## src/rtl/tsqPkg.sv

```systemverilog
package tsqPkg;

  localparam int SRC_IDX_W = 5;

  typedef enum logic [3:0] {
    EV_PUSH = 4'd0,
    EV_ROLL = 4'd1,
    EV_HALF = 4'd2,
    EV_HWIN = 4'd3,
    EV_RECV = 4'd4,
    EV_XMIT = 4'd5,
    EV_CMP  = 4'd6,
    EV_HOST = 4'd7
  } evKind_e;

  typedef struct packed {
    logic [63:0] stamp;
    logic [3:0]  kind;
    logic [4:0]  port;
    logic [3:0]  msgType;
    logic [15:0] seqId;
    logic [7:0]  domain;
  } evEntry_t;

  typedef struct packed {
    logic                 wrEn;
    logic                 popEn;
    logic [SRC_IDX_W-1:0] wrSel;
  } tsqStrobe_t;

  localparam logic [3:0] ADDR_CTRL  = 4'd0;
  localparam logic [3:0] ADDR_RAW   = 4'd1;
  localparam logic [3:0] ADDR_MASK  = 4'd2;
  localparam logic [3:0] ADDR_INTEN = 4'd3;
  localparam logic [3:0] ADDR_POP   = 4'd4;
  localparam logic [3:0] ADDR_WORD0 = 4'd5;
  localparam logic [3:0] ADDR_WORD1 = 4'd6;
  localparam logic [3:0] ADDR_WORD2 = 4'd7;
  localparam logic [3:0] ADDR_WORD3 = 4'd8;

endpackage

```

## src/rtl/tsqCtrl.sv

```systemverilog
module tsqCtrl
  import tsqPkg::*;
#(
  parameter int DEPTH  = 16,
  parameter int NUM_HW = 8
) (
  input  logic                   clk,
  input  logic                   rstN,
  input  logic                   pushReq,
  input  logic                   rollReq,
  input  logic                   halfReq,
  input  logic [NUM_HW-1:0]      hwIn,
  input  logic                   rxReq,
  input  logic                   txReq,
  input  logic                   cmpReq,
  input  logic                   hostReq,
  input  logic                   regWrEn,
  input  logic [3:0]             regAddr,
  input  logic [31:0]            regWrData,
  output logic [NUM_HW+6:0]      holdLoad,
  output tsqStrobe_t             st,
  output logic [NUM_HW-1:0]      hwEn,
  output logic                   intEn,
  output logic                   pending,
  output logic                   ovf,
  output logic                   irq
);

  localparam int NUM_SRC  = NUM_HW + 7;
  localparam int CNT_W    = $clog2(DEPTH + 1);
  localparam int SRC_RX   = 3 + NUM_HW;
  localparam int SRC_TX   = 4 + NUM_HW;
  localparam int SRC_CMP  = 5 + NUM_HW;
  localparam int SRC_HOST = 6 + NUM_HW;
  localparam logic [CNT_W-1:0] CNT_FULL = CNT_W'(DEPTH);

  logic [NUM_HW-1:0]  hwPrev;
  logic [NUM_HW-1:0]  hwEdge;
  logic [NUM_SRC-1:0] srcReq;
  logic [NUM_SRC-1:0] holdValid;
  logic [NUM_SRC-1:0] grant;
  logic [SRC_IDX_W-1:0] selIdx;
  logic [CNT_W-1:0]   count;
  logic               anyHold;
  logic               popWrite;
  logic               ovfClear;
  logic               room;
  logic               dropNow;
  logic               lostHold;

  assign hwEdge = hwIn & ~hwPrev & hwEn;

  always_comb begin
    srcReq           = '0;
    srcReq[0]        = pushReq;
    srcReq[1]        = rollReq;
    srcReq[2]        = halfReq;
    srcReq[3 +: NUM_HW] = hwEdge;
    srcReq[SRC_RX]   = rxReq;
    srcReq[SRC_TX]   = txReq;
    srcReq[SRC_CMP]  = cmpReq;
    srcReq[SRC_HOST] = hostReq;
  end

  // fixed priority: the lowest source index wins
  always_comb begin
    grant  = '0;
    selIdx = '0;
    for (int s = NUM_SRC - 1; s >= 0; s--) begin
      if (holdValid[s]) begin
        grant  = '0;
        grant[s] = 1'b1;
        selIdx = SRC_IDX_W'(s);
      end
    end
  end

  assign anyHold  = |holdValid;
  assign popWrite = regWrEn && (regAddr == ADDR_POP) && regWrData[0];
  assign ovfClear = regWrEn && (regAddr == ADDR_RAW) && regWrData[1];
  assign pending  = (count != '0);

  always_comb begin
    st       = '0;
    st.popEn = popWrite && pending;
    room     = (count != CNT_FULL) || st.popEn;
    st.wrEn  = anyHold && room;
    st.wrSel = selIdx;
    dropNow  = anyHold && !room;
    holdLoad = srcReq & (~holdValid | grant);
    lostHold = |(srcReq & holdValid & ~grant);
  end

  assign irq = pending && intEn;

  always_ff @(posedge clk or negedge rstN) begin
    if (!rstN) begin
      hwPrev    <= '0;
      holdValid <= '0;
      count     <= '0;
      hwEn      <= '0;
      intEn     <= 1'b0;
      ovf       <= 1'b0;
    end else begin
      hwPrev    <= hwIn;
      holdValid <= (holdValid & ~grant) | holdLoad;
      count     <= count + CNT_W'(st.wrEn) - CNT_W'(st.popEn);
      if (regWrEn && regAddr == ADDR_CTRL)  hwEn  <= regWrData[8 +: NUM_HW];
      if (regWrEn && regAddr == ADDR_INTEN) intEn <= regWrData[0];
      if (dropNow || lostHold)  ovf <= 1'b1;
      else if (ovfClear)        ovf <= 1'b0;
    end
  end

  AST_COUNT_MAX: assert property (@(posedge clk) disable iff (!rstN)
    count <= CNT_FULL);

  AST_OVF_STICKY: assert property (@(posedge clk) disable iff (!rstN)
    ovf && !(regWrEn && regAddr == ADDR_RAW && regWrData[1]) |=> ovf);

  AST_POP_EMPTY: assert property (@(posedge clk) disable iff (!rstN)
    popWrite && count == '0 && !anyHold |=> count == '0);

  AST_LOW_WAITS: assert property (@(posedge clk) disable iff (!rstN)
    holdValid[SRC_HOST] && (|holdValid[SRC_HOST-1:0]) |=> holdValid[SRC_HOST]);

  AST_IRQ_PEND: assert property (@(posedge clk) disable iff (!rstN)
    irq |-> count != '0);

  for (genvar i = 0; i < NUM_HW; i++) begin : g_hwChk
    AST_HW_GATED: assert property (@(posedge clk) disable iff (!rstN)
      $rose(holdValid[3+i]) |-> $past(hwEn[i]));
  end

endmodule

```

## src/rtl/tsqData.sv

```systemverilog
module tsqData
  import tsqPkg::*;
#(
  parameter int DEPTH  = 16,
  parameter int NUM_HW = 8
) (
  input  logic              clk,
  input  logic              rstN,
  input  logic [63:0]       curTime,
  input  logic [4:0]        rxPort,
  input  logic [3:0]        rxMsgType,
  input  logic [15:0]       rxSeqId,
  input  logic [7:0]        rxDomain,
  input  logic [4:0]        txPort,
  input  logic [3:0]        txMsgType,
  input  logic [15:0]       txSeqId,
  input  logic [7:0]        txDomain,
  input  logic [NUM_HW+6:0] holdLoad,
  input  tsqStrobe_t        st,
  output evEntry_t          head
);

  localparam int NUM_SRC = NUM_HW + 7;
  localparam int PTR_W   = (DEPTH > 1) ? $clog2(DEPTH) : 1;
  localparam logic [PTR_W-1:0] PTR_LAST = PTR_W'(DEPTH - 1);

  evEntry_t srcEntry [NUM_SRC];
  evEntry_t holdReg  [NUM_SRC];
  evEntry_t store    [DEPTH];
  logic [PTR_W-1:0] wrPtr;
  logic [PTR_W-1:0] rdPtr;

  for (genvar s = 0; s < NUM_SRC; s++) begin : g_src
    always_comb begin
      srcEntry[s]       = '0;
      srcEntry[s].stamp = curTime;
      if (s < 3) begin
        srcEntry[s].kind = 4'(s);
      end else if (s < 3 + NUM_HW) begin
        srcEntry[s].kind = EV_HWIN;
        srcEntry[s].port = 5'(s - 2);
      end else if (s == 3 + NUM_HW) begin
        srcEntry[s].kind    = EV_RECV;
        srcEntry[s].port    = rxPort;
        srcEntry[s].msgType = rxMsgType;
        srcEntry[s].seqId   = rxSeqId;
        srcEntry[s].domain  = rxDomain;
      end else if (s == 4 + NUM_HW) begin
        srcEntry[s].kind    = EV_XMIT;
        srcEntry[s].port    = txPort;
        srcEntry[s].msgType = txMsgType;
        srcEntry[s].seqId   = txSeqId;
        srcEntry[s].domain  = txDomain;
      end else if (s == 5 + NUM_HW) begin
        srcEntry[s].kind = EV_CMP;
      end else begin
        srcEntry[s].kind = EV_HOST;
      end
    end

    always_ff @(posedge clk) begin
      if (holdLoad[s]) holdReg[s] <= srcEntry[s];
    end
  end

  always_ff @(posedge clk) begin
    if (st.wrEn) store[wrPtr] <= holdReg[st.wrSel];
  end

  always_ff @(posedge clk or negedge rstN) begin
    if (!rstN) begin
      wrPtr <= '0;
      rdPtr <= '0;
    end else begin
      if (st.wrEn)  wrPtr <= (wrPtr == PTR_LAST) ? '0 : wrPtr + 1'b1;
      if (st.popEn) rdPtr <= (rdPtr == PTR_LAST) ? '0 : rdPtr + 1'b1;
    end
  end

  assign head = store[rdPtr];

  AST_PTR_RANGE: assert property (@(posedge clk) disable iff (!rstN)
    rdPtr <= PTR_LAST && wrPtr <= PTR_LAST);

  AST_SEL_RANGE: assert property (@(posedge clk) disable iff (!rstN)
    st.wrEn |-> int'(st.wrSel) < NUM_SRC);

endmodule

```

## src/rtl/tsqTop.sv

```systemverilog
module tsqTop
  import tsqPkg::*;
#(
  parameter int DEPTH  = 16,
  parameter int NUM_HW = 8
) (
  input  logic              clk,
  input  logic              rstN,
  input  logic [63:0]       curTime,
  input  logic              pushReq,
  input  logic              rollReq,
  input  logic              halfReq,
  input  logic [NUM_HW-1:0] hwIn,
  input  logic              rxReq,
  input  logic [4:0]        rxPort,
  input  logic [3:0]        rxMsgType,
  input  logic [15:0]       rxSeqId,
  input  logic [7:0]        rxDomain,
  input  logic              txReq,
  input  logic [4:0]        txPort,
  input  logic [3:0]        txMsgType,
  input  logic [15:0]       txSeqId,
  input  logic [7:0]        txDomain,
  input  logic              cmpReq,
  input  logic              hostReq,
  input  logic              regWrEn,
  input  logic [3:0]        regAddr,
  input  logic [31:0]       regWrData,
  output logic [31:0]       regRdData,
  output logic              irq
);

  logic [NUM_HW+6:0] holdLoad;
  tsqStrobe_t        st;
  logic [NUM_HW-1:0] hwEn;
  logic              intEn;
  logic              pending;
  logic              ovf;
  evEntry_t          head;
  evEntry_t          shown;
  logic [31:0]       ctrlWord;

  tsqCtrl #(.DEPTH(DEPTH), .NUM_HW(NUM_HW)) i_ctrl (
    .clk(clk), .rstN(rstN),
    .pushReq(pushReq), .rollReq(rollReq), .halfReq(halfReq), .hwIn(hwIn),
    .rxReq(rxReq), .txReq(txReq), .cmpReq(cmpReq), .hostReq(hostReq),
    .regWrEn(regWrEn), .regAddr(regAddr), .regWrData(regWrData),
    .holdLoad(holdLoad), .st(st), .hwEn(hwEn), .intEn(intEn),
    .pending(pending), .ovf(ovf), .irq(irq)
  );

  tsqData #(.DEPTH(DEPTH), .NUM_HW(NUM_HW)) i_data (
    .clk(clk), .rstN(rstN), .curTime(curTime),
    .rxPort(rxPort), .rxMsgType(rxMsgType), .rxSeqId(rxSeqId), .rxDomain(rxDomain),
    .txPort(txPort), .txMsgType(txMsgType), .txSeqId(txSeqId), .txDomain(txDomain),
    .holdLoad(holdLoad), .st(st), .head(head)
  );

  assign shown = pending ? head : '0;

  always_comb begin
    ctrlWord = '0;
    ctrlWord[8 +: NUM_HW] = hwEn;
  end

  always_comb begin
    unique case (regAddr)
      ADDR_CTRL:  regRdData = ctrlWord;
      ADDR_RAW:   regRdData = {30'b0, ovf, pending};
      ADDR_MASK:  regRdData = {31'b0, pending && intEn};
      ADDR_INTEN: regRdData = {31'b0, intEn};
      ADDR_WORD0: regRdData = shown.stamp[31:0];
      ADDR_WORD1: regRdData = {3'b0, shown.port, shown.kind, shown.msgType, shown.seqId};
      ADDR_WORD2: regRdData = {24'b0, shown.domain};
      ADDR_WORD3: regRdData = shown.stamp[63:32];
      default:    regRdData = '0;
    endcase
  end

  AST_WORDS_ZERO_EMPTY: assert property (@(posedge clk) disable iff (!rstN)
    !pending && regAddr == ADDR_WORD1 |-> regRdData == '0);

endmodule

```

## config.mk

```make
export PLATFORM = sky130hd
export DESIGN_NAME = tsqTop
export DESIGN_NICKNAME = d
export VERILOG_FILES = /design/src/rtl/tsqPkg.sv /design/src/rtl/tsqCtrl.sv /design/src/rtl/tsqData.sv /design/src/rtl/tsqTop.sv
export SDC_FILE = /design/constraint.sdc
export NUM_CORES = 2
export LEC_CHECK = 0
export BUFFER_PORTS_ARGS = -buffer_cell sky130_fd_sc_hd__buf_2
export CELL_PAD_IN_SITES_DETAIL_PLACEMENT = 1
export CELL_PAD_IN_SITES_GLOBAL_PLACEMENT = 1
export CORE_MARGIN = 4
export CORE_UTILIZATION = 59
export CTS_CLUSTER_DIAMETER = 120
export DETAILED_ROUTE_END_ITERATION = 6
export PLACE_DENSITY_LB_ADDON = 0.05
export SKIP_CTS_REPAIR_TIMING = 1
export SLEW_MARGIN = 5
export SYNTH_ARGS = -nofsm -noshare
export SYNTH_HDL_FRONTEND = slang
export SYNTH_SLANG_ARGS = --single-unit
```

## constraint.sdc

```tcl
create_clock -name clk -period 21.2 [get_ports clk]
set_input_delay 1.06 -clock clk [delete_from_list [all_inputs] [get_ports clk]]
set_output_delay 1.06 -clock clk [all_outputs]
set_load 0.05 [all_outputs]
```

-- Word level (Yosys, flattened, before mapping)
Memory sizes are Yosys's and may differ from the RTL's.
Index checks and enable logic that the tools add are counted.
- muxes and demuxes: 68
- shifts and indexed selects: 0
- reduce and logical (&&, ||, !) cells: 18
- divide/modulo/power cells: 0
- bitwise logic cells: 11
- $mul: 0
- order comparisons: 0
- add/subtract/negate cells: 4
- eq/ne operators: 11
- operators by type and width (operator ; number):
    $pmux W32 S8 ; 1
    $mux W15 ; 15
    $mux W101 ; 1
    $mux W4 ; 17
    $and A15 B15 Y15 ; 4
    $mux W1 ; 34
    $not A15 Y15 ; 2
    $or A15 B15 Y15 ; 2
    $reduce_or A15 Y1 ; 2
    $and A8 B8 Y8 ; 2
    $eq A4 B3 Y1 const B ; 4
    $eq A4 B4 Y1 const B ; 3
    $logic_and A1 B1 Y1 ; 10
    $add A4 B1 Y4 const B ; 2
    $eq A4 B2 Y1 const B ; 2
    $not A8 Y8 ; 1
    $add A5 B1 Y5 ; 1
    $ne A5 B5 Y1 const B ; 1
    $reduce_bool A5 Y1 ; 1
    $sub A5 B1 Y5 ; 1
    $eq A4 B1 Y1 const B ; 1
    $logic_not A4 Y1 ; 1
    $logic_or A1 B1 Y1 ; 2
    $reduce_bool A2 Y1 ; 1
    $logic_not A1 Y1 ; 1
- memories kept: 2
- word-level logic and storage cells: 122
- memory bits (writable): 3116
- ROM bits: 0
- bits in latches: 0
- register bits after elaboration: 46
- memories (name ; depth ; bits a word ; read ports ; clocked after Yosys merged registers in ; wr ports ; RTL line ; text):
    i_data.store ; 16 ; 101 ; 1 ; 0 ; 1 ; tsqData.sv:29 ; evEntry_t store [DEPTH];
    i_data.holdReg ; 15 ; 100 ; 1 ; 0 ; 15 ; tsqData.sv:28 ; evEntry_t holdReg [NUM_SRC];

-- Logic depth before layout (Yosys ltp)
- word-level depth: 20
- mapped depth: 17

-- Cells and area by module
From an unflattened synthesis, not the netlist that was laid out.
- cell total of the unflattened synthesis: 4677
- area, all modules: 103214.0 um^2
- modules (own cells, without submodules) (module ; times used ; cells an instance ; area an instance (um^2)):
    tsqData ; 1 ; 4315 ; 100040.9
    tsqCtrl ; 1 ; 203 ; 2038.2
    tsqTop ; 1 ; 159 ; 1134.8

-- Worst setup path before layout
No wires, ideal clock.
- kind: register to register
- start: reg i_ctrl.holdValid[4]
- end: mem i_data.holdReg[12][0] in the netlist's numbering (enable)
- library setup time: 0.702 ns
- data required time: 20.498 ns
- arrival time: 8.439 ns
- stages on the path, launching flop included: 7
- slack: 12.059 ns
- buffers on the path: 2
- period minus slack after synthesis: 9.141 ns
- cell sequence: dfrtp_1 -> buf_2 -> or4_1 -> buf_2 -> nor2_4 -> nand2_2 -> a21boi_0
- RTL lines (what ; RTL line ; text):
    start, declared ; tsqCtrl.sv:40 ; logic [NUM_SRC-1:0] holdValid;
    start signal, assigned ; tsqCtrl.sv:106 ; holdValid <= (holdValid & ~grant) | holdLoad;
    end, declared ; tsqData.sv:28 ;

-- Worst setup path in the final report
- start: reg i_data.rdPtr[0]
- end: out regRdData[4]
- cells in the longest elaborated chain, start to end: 3
- RTL lines (what ; RTL line ; text):
    start, declared ; tsqData.sv:31 ; logic [PTR_W-1:0] rdPtr;
    start signal, assigned ; tsqData.sv:76 ; if (st.popEn) rdPtr <= (rdPtr == PTR_LAST) ? '0 : rdPtr + 1'b1;
    $mem_v2 Z16 W101 ; n/a ;
    $mux W101 ; tsqTop.sv:59 ; assign shown = pending ? head : '0;
    $pmux W32 S8 ; tsqTop.sv:67 ; unique case (regAddr)
    end, declared ; tsqTop.sv:29 ; output logic [31:0] regRdData,
No other way between the ends.

==> flow_summary.ini <==
[yosys]
seq_area_frac_synth_pct = 78.09
synth.top_cells.by_area = sky130_fd_sc_hd__edfxtp_1, sky130_fd_sc_hd__mux4_2, sky130_fd_sc_hd__mux2i_1
synth_cell_type_count = 76
yosys.area.top_type_share_pct = 76.97
syn-num-nets = 5104
netlist_area_um2 = 102500
post_synth_arst_share_pct = 1.722
synth_warnings = 0
synthFlopType = sky130_fd_sc_hd__edfxtp_1
synth_area_leader_cell = sky130_fd_sc_hd__edfxtp_1
synth.avg_cell_area_um2 = 20.88
synth_edf_count = 2626
ys_ff_latch = 2672
syn_inst = 4908

[clock_tree]
tritoncts_num_sinks = 2672
clkTransAtPathRegs_ns = 0.06
tritoncts = done
cts_root_buf = sky130_fd_sc_hd__clkbuf_16
inserted_clock_buffers = 285
cts_buffer_depth = 4
cts.htree.levels = 5
worst_skew_pair.late_latency_ns = 0.93

[global_routing]
grt_antenna_before_repair = 28
global_route.overflow_total = 0
wire_length_of_the_first_global_routing_pass_mm = 404.9
gr-usage-all-layers_pct = 31.52
grt_start_max_net_pins = 121
vias_in_the_first_global_route = 56720

[final_layout]
areaGrowthSynthToFinish_pct = 12.86
n_fill_cell = 13500
most-common-layout-cells = sky130_fd_sc_hd__edfxtp_1, sky130_fd_sc_hd__mux4_2, sky130_fd_sc_hd__clkbuf_16, sky130_fd_sc_hd__buf_2, sky130_fd_sc_hd__nor2_1
fin_nets = 5453
layout_commonest_cell = sky130_fd_sc_hd__edfxtp_1
drive_above_1_share_pct = 25.87

[setup_path]
reg2reg_to = i_data.store[13][58]
critical_path_buf_inv_count = 3
worst-r2r-cell-count = 8
cp_max_fo = 37
timing.critical_path.arrival_ns = 6.03
crit_path_end_kind = output port
rrSetupSlack_ns = 16.05
critPathMostFrequentCell = sky130_fd_sc_hd__buf_4
worstPathRequired_ns = 20.14
cp_cell_sequence = buf_4, buf_4, mux4_2, nor2b_1, a211oi_1, a21oi_1, a22oi_1, o21ai_0, buf_2
cpMaxStageDelayCell = sky130_fd_sc_hd__dfrtp_4
worstSetupPathType = reg2out
reg2reg_from = i_ctrl.holdValid[0]
critical_path.startpoint = i_data.rdPtr[0]
critPathTopFamily = buffers and inverters
slowest_delay_ns = 0.96
sort_of_element_at_the_start_of_the_critical_path = flop

[hold_path]
holdCritPathClass = in2reg
whs_endpoint = i_ctrl.hwPrev[0]
hp-start = hwIn[0]
min_delay_path_depth = 1

[detailed_routing]
routed_via_density = 6.767
dr.first_iter.drc_count = 6460
dr.pass1.iters = 5
wl_per_cell_um = 35.90
post-route-drc-count = 0
antenna_violating_nets_post_route = 0
vias = 52660
route.final.wire_length_mm = 279.4

[sta]
setup_viol = 0
fin_tns_setup_ns = 0
whs_ns = 0.2798
final_min_period_over_clock_period_pct = 33.44
timing.final.hold_violations = 0
slew_headroom_pct = 13.41
slew_violations = 0
min_period_ns = 7.088
post-route-worst-setup-slack_ns = 14.11
fin_worst_skew_ns = 0.03604
rsz0062_at_grt = false
clock.fmax_mhz = 141.1
tightestPinTransition_ns = 1.292

[placement]
detailedPlacementHpwl_mm = 151.4
gp_congestion = 0.7727
port_buffers = 194
detailedPlace.worstSlack_ns = 14.89

[power]
power_density_nw_per_um2 = 118.0
total_power_w = 0.01364
p_leak_nw = 36.38
ir_drop_v = 0.0001021

[floorplan]
placeableCoreArea_um2 = 172100
die_height_um = 424.7
floorplan.die.width_um = 424.7
io_pins = 217
fp-row-count = 152
initial_core_util_pct = 59.53
dieArea_um2 = 180400

[run_status]
status = completed

[run]
timing.max_cap.violations = 0
## state kept, by name (all words and copies together) (netlist names)
signal / count
i_data.rdPtr: 4
i_ctrl.holdValid: 15
i_ctrl.intEn: 1
i_ctrl.count: 5
i_data.holdReg: 1026
i_ctrl.hwPrev: 8
i_data.store: 1600
i_ctrl.ovf: 1
i_data.wrPtr: 4
i_ctrl.hwEn: 8
## cell type report
cell class / count / area [um2] / area share [%]
sequential: 2672 / 80020 / 69.20
multi-input combinational: 1924 / 21640 / 18.72
clock buffer: 365 / 7652 / 6.618
tap: 2310 / 2890 / 2.500
timing repair buffer: 356 / 2265 / 1.959
clock inverter: 120 / 1054 / 0.9111
inverter: 18 / 67.56 / 0.05843
antenna: 16 / 40.04 / 0.03463
## cell usage after synthesis (all sizes together), types with 11 or more instances
cell / count
ha: 11
a221oi: 91
nor4: 35
a22oi: 133
o22ai: 101
mux2i: 157
o21ai: 56
mux4: 468
a211oi: 85
nor2b: 81
nor2: 184
nor3: 38
and2: 23
a221o: 39
o22a: 36
buf: 130
o211ai: 19
dfrtp: 46
clkbuf: 164
a21oi: 110
edfxtp: 2626
nand2: 73
inv: 18
nand3: 13
mux2: 90
## worst max-delay path by stage
stage	end	slack, ns	depth (start not counted)
2_1_floorplan	i_data.holdReg[12][0]	12.06	6
3_3_place_gp	regRdData[4]	14.94	9
3_5_place_dp	regRdData[4]	14.89	9
4_1_cts	regRdData[4]	13.88	9
5_1_grt	regRdData[4]	13.78	9
6_report	regRdData[4]	14.11	9
## per-layer routing
metal | part of all wire (%) | track usage (%) | routed length (um)
met1 | 38 | 42.90 | 106600
met2 | 51 | 52.57 | 142000
met3 | 7.7 | 5.298 | 21460
met4 | 3.3 | 10.86 | 9333
met5 | 0.020 | 0 | 55
## metrics by stage
stage	area, um2	util, %	cells
floorplan	102500	-	4908
global placement	106900	62.08	7279
detailed placement	106900	62.08	7279
CTS	115600	67.14	7764
global route	115600	67.17	7772
finish	115600	67.18	7781
## power by group
group          internal (W)  total [W]  leakage, nW  switching, W
clock               0.00278    0.00474         4.27       0.00196
combinational      0.000834    0.00222         7.54       0.00139
sequential          0.00650    0.00668         24.6      0.000178
## cell families (layout without fill, tap and decap cells)
group	after synthesis	in the layout	share of synthesized area, %
AOI/OAI and AO/OA	703	703	5.050
xor gates and xnor gates	6	6	0.05129
adders and majority gates	12	12	0.1539
buffers and inverters	312	859	1.371
DFF	2672	2672	78.09
muxes	715	715	12.81
other	0	16	0
and+or+nand+nor	488	488	2.473
Power figures use the tool's default switching activity.
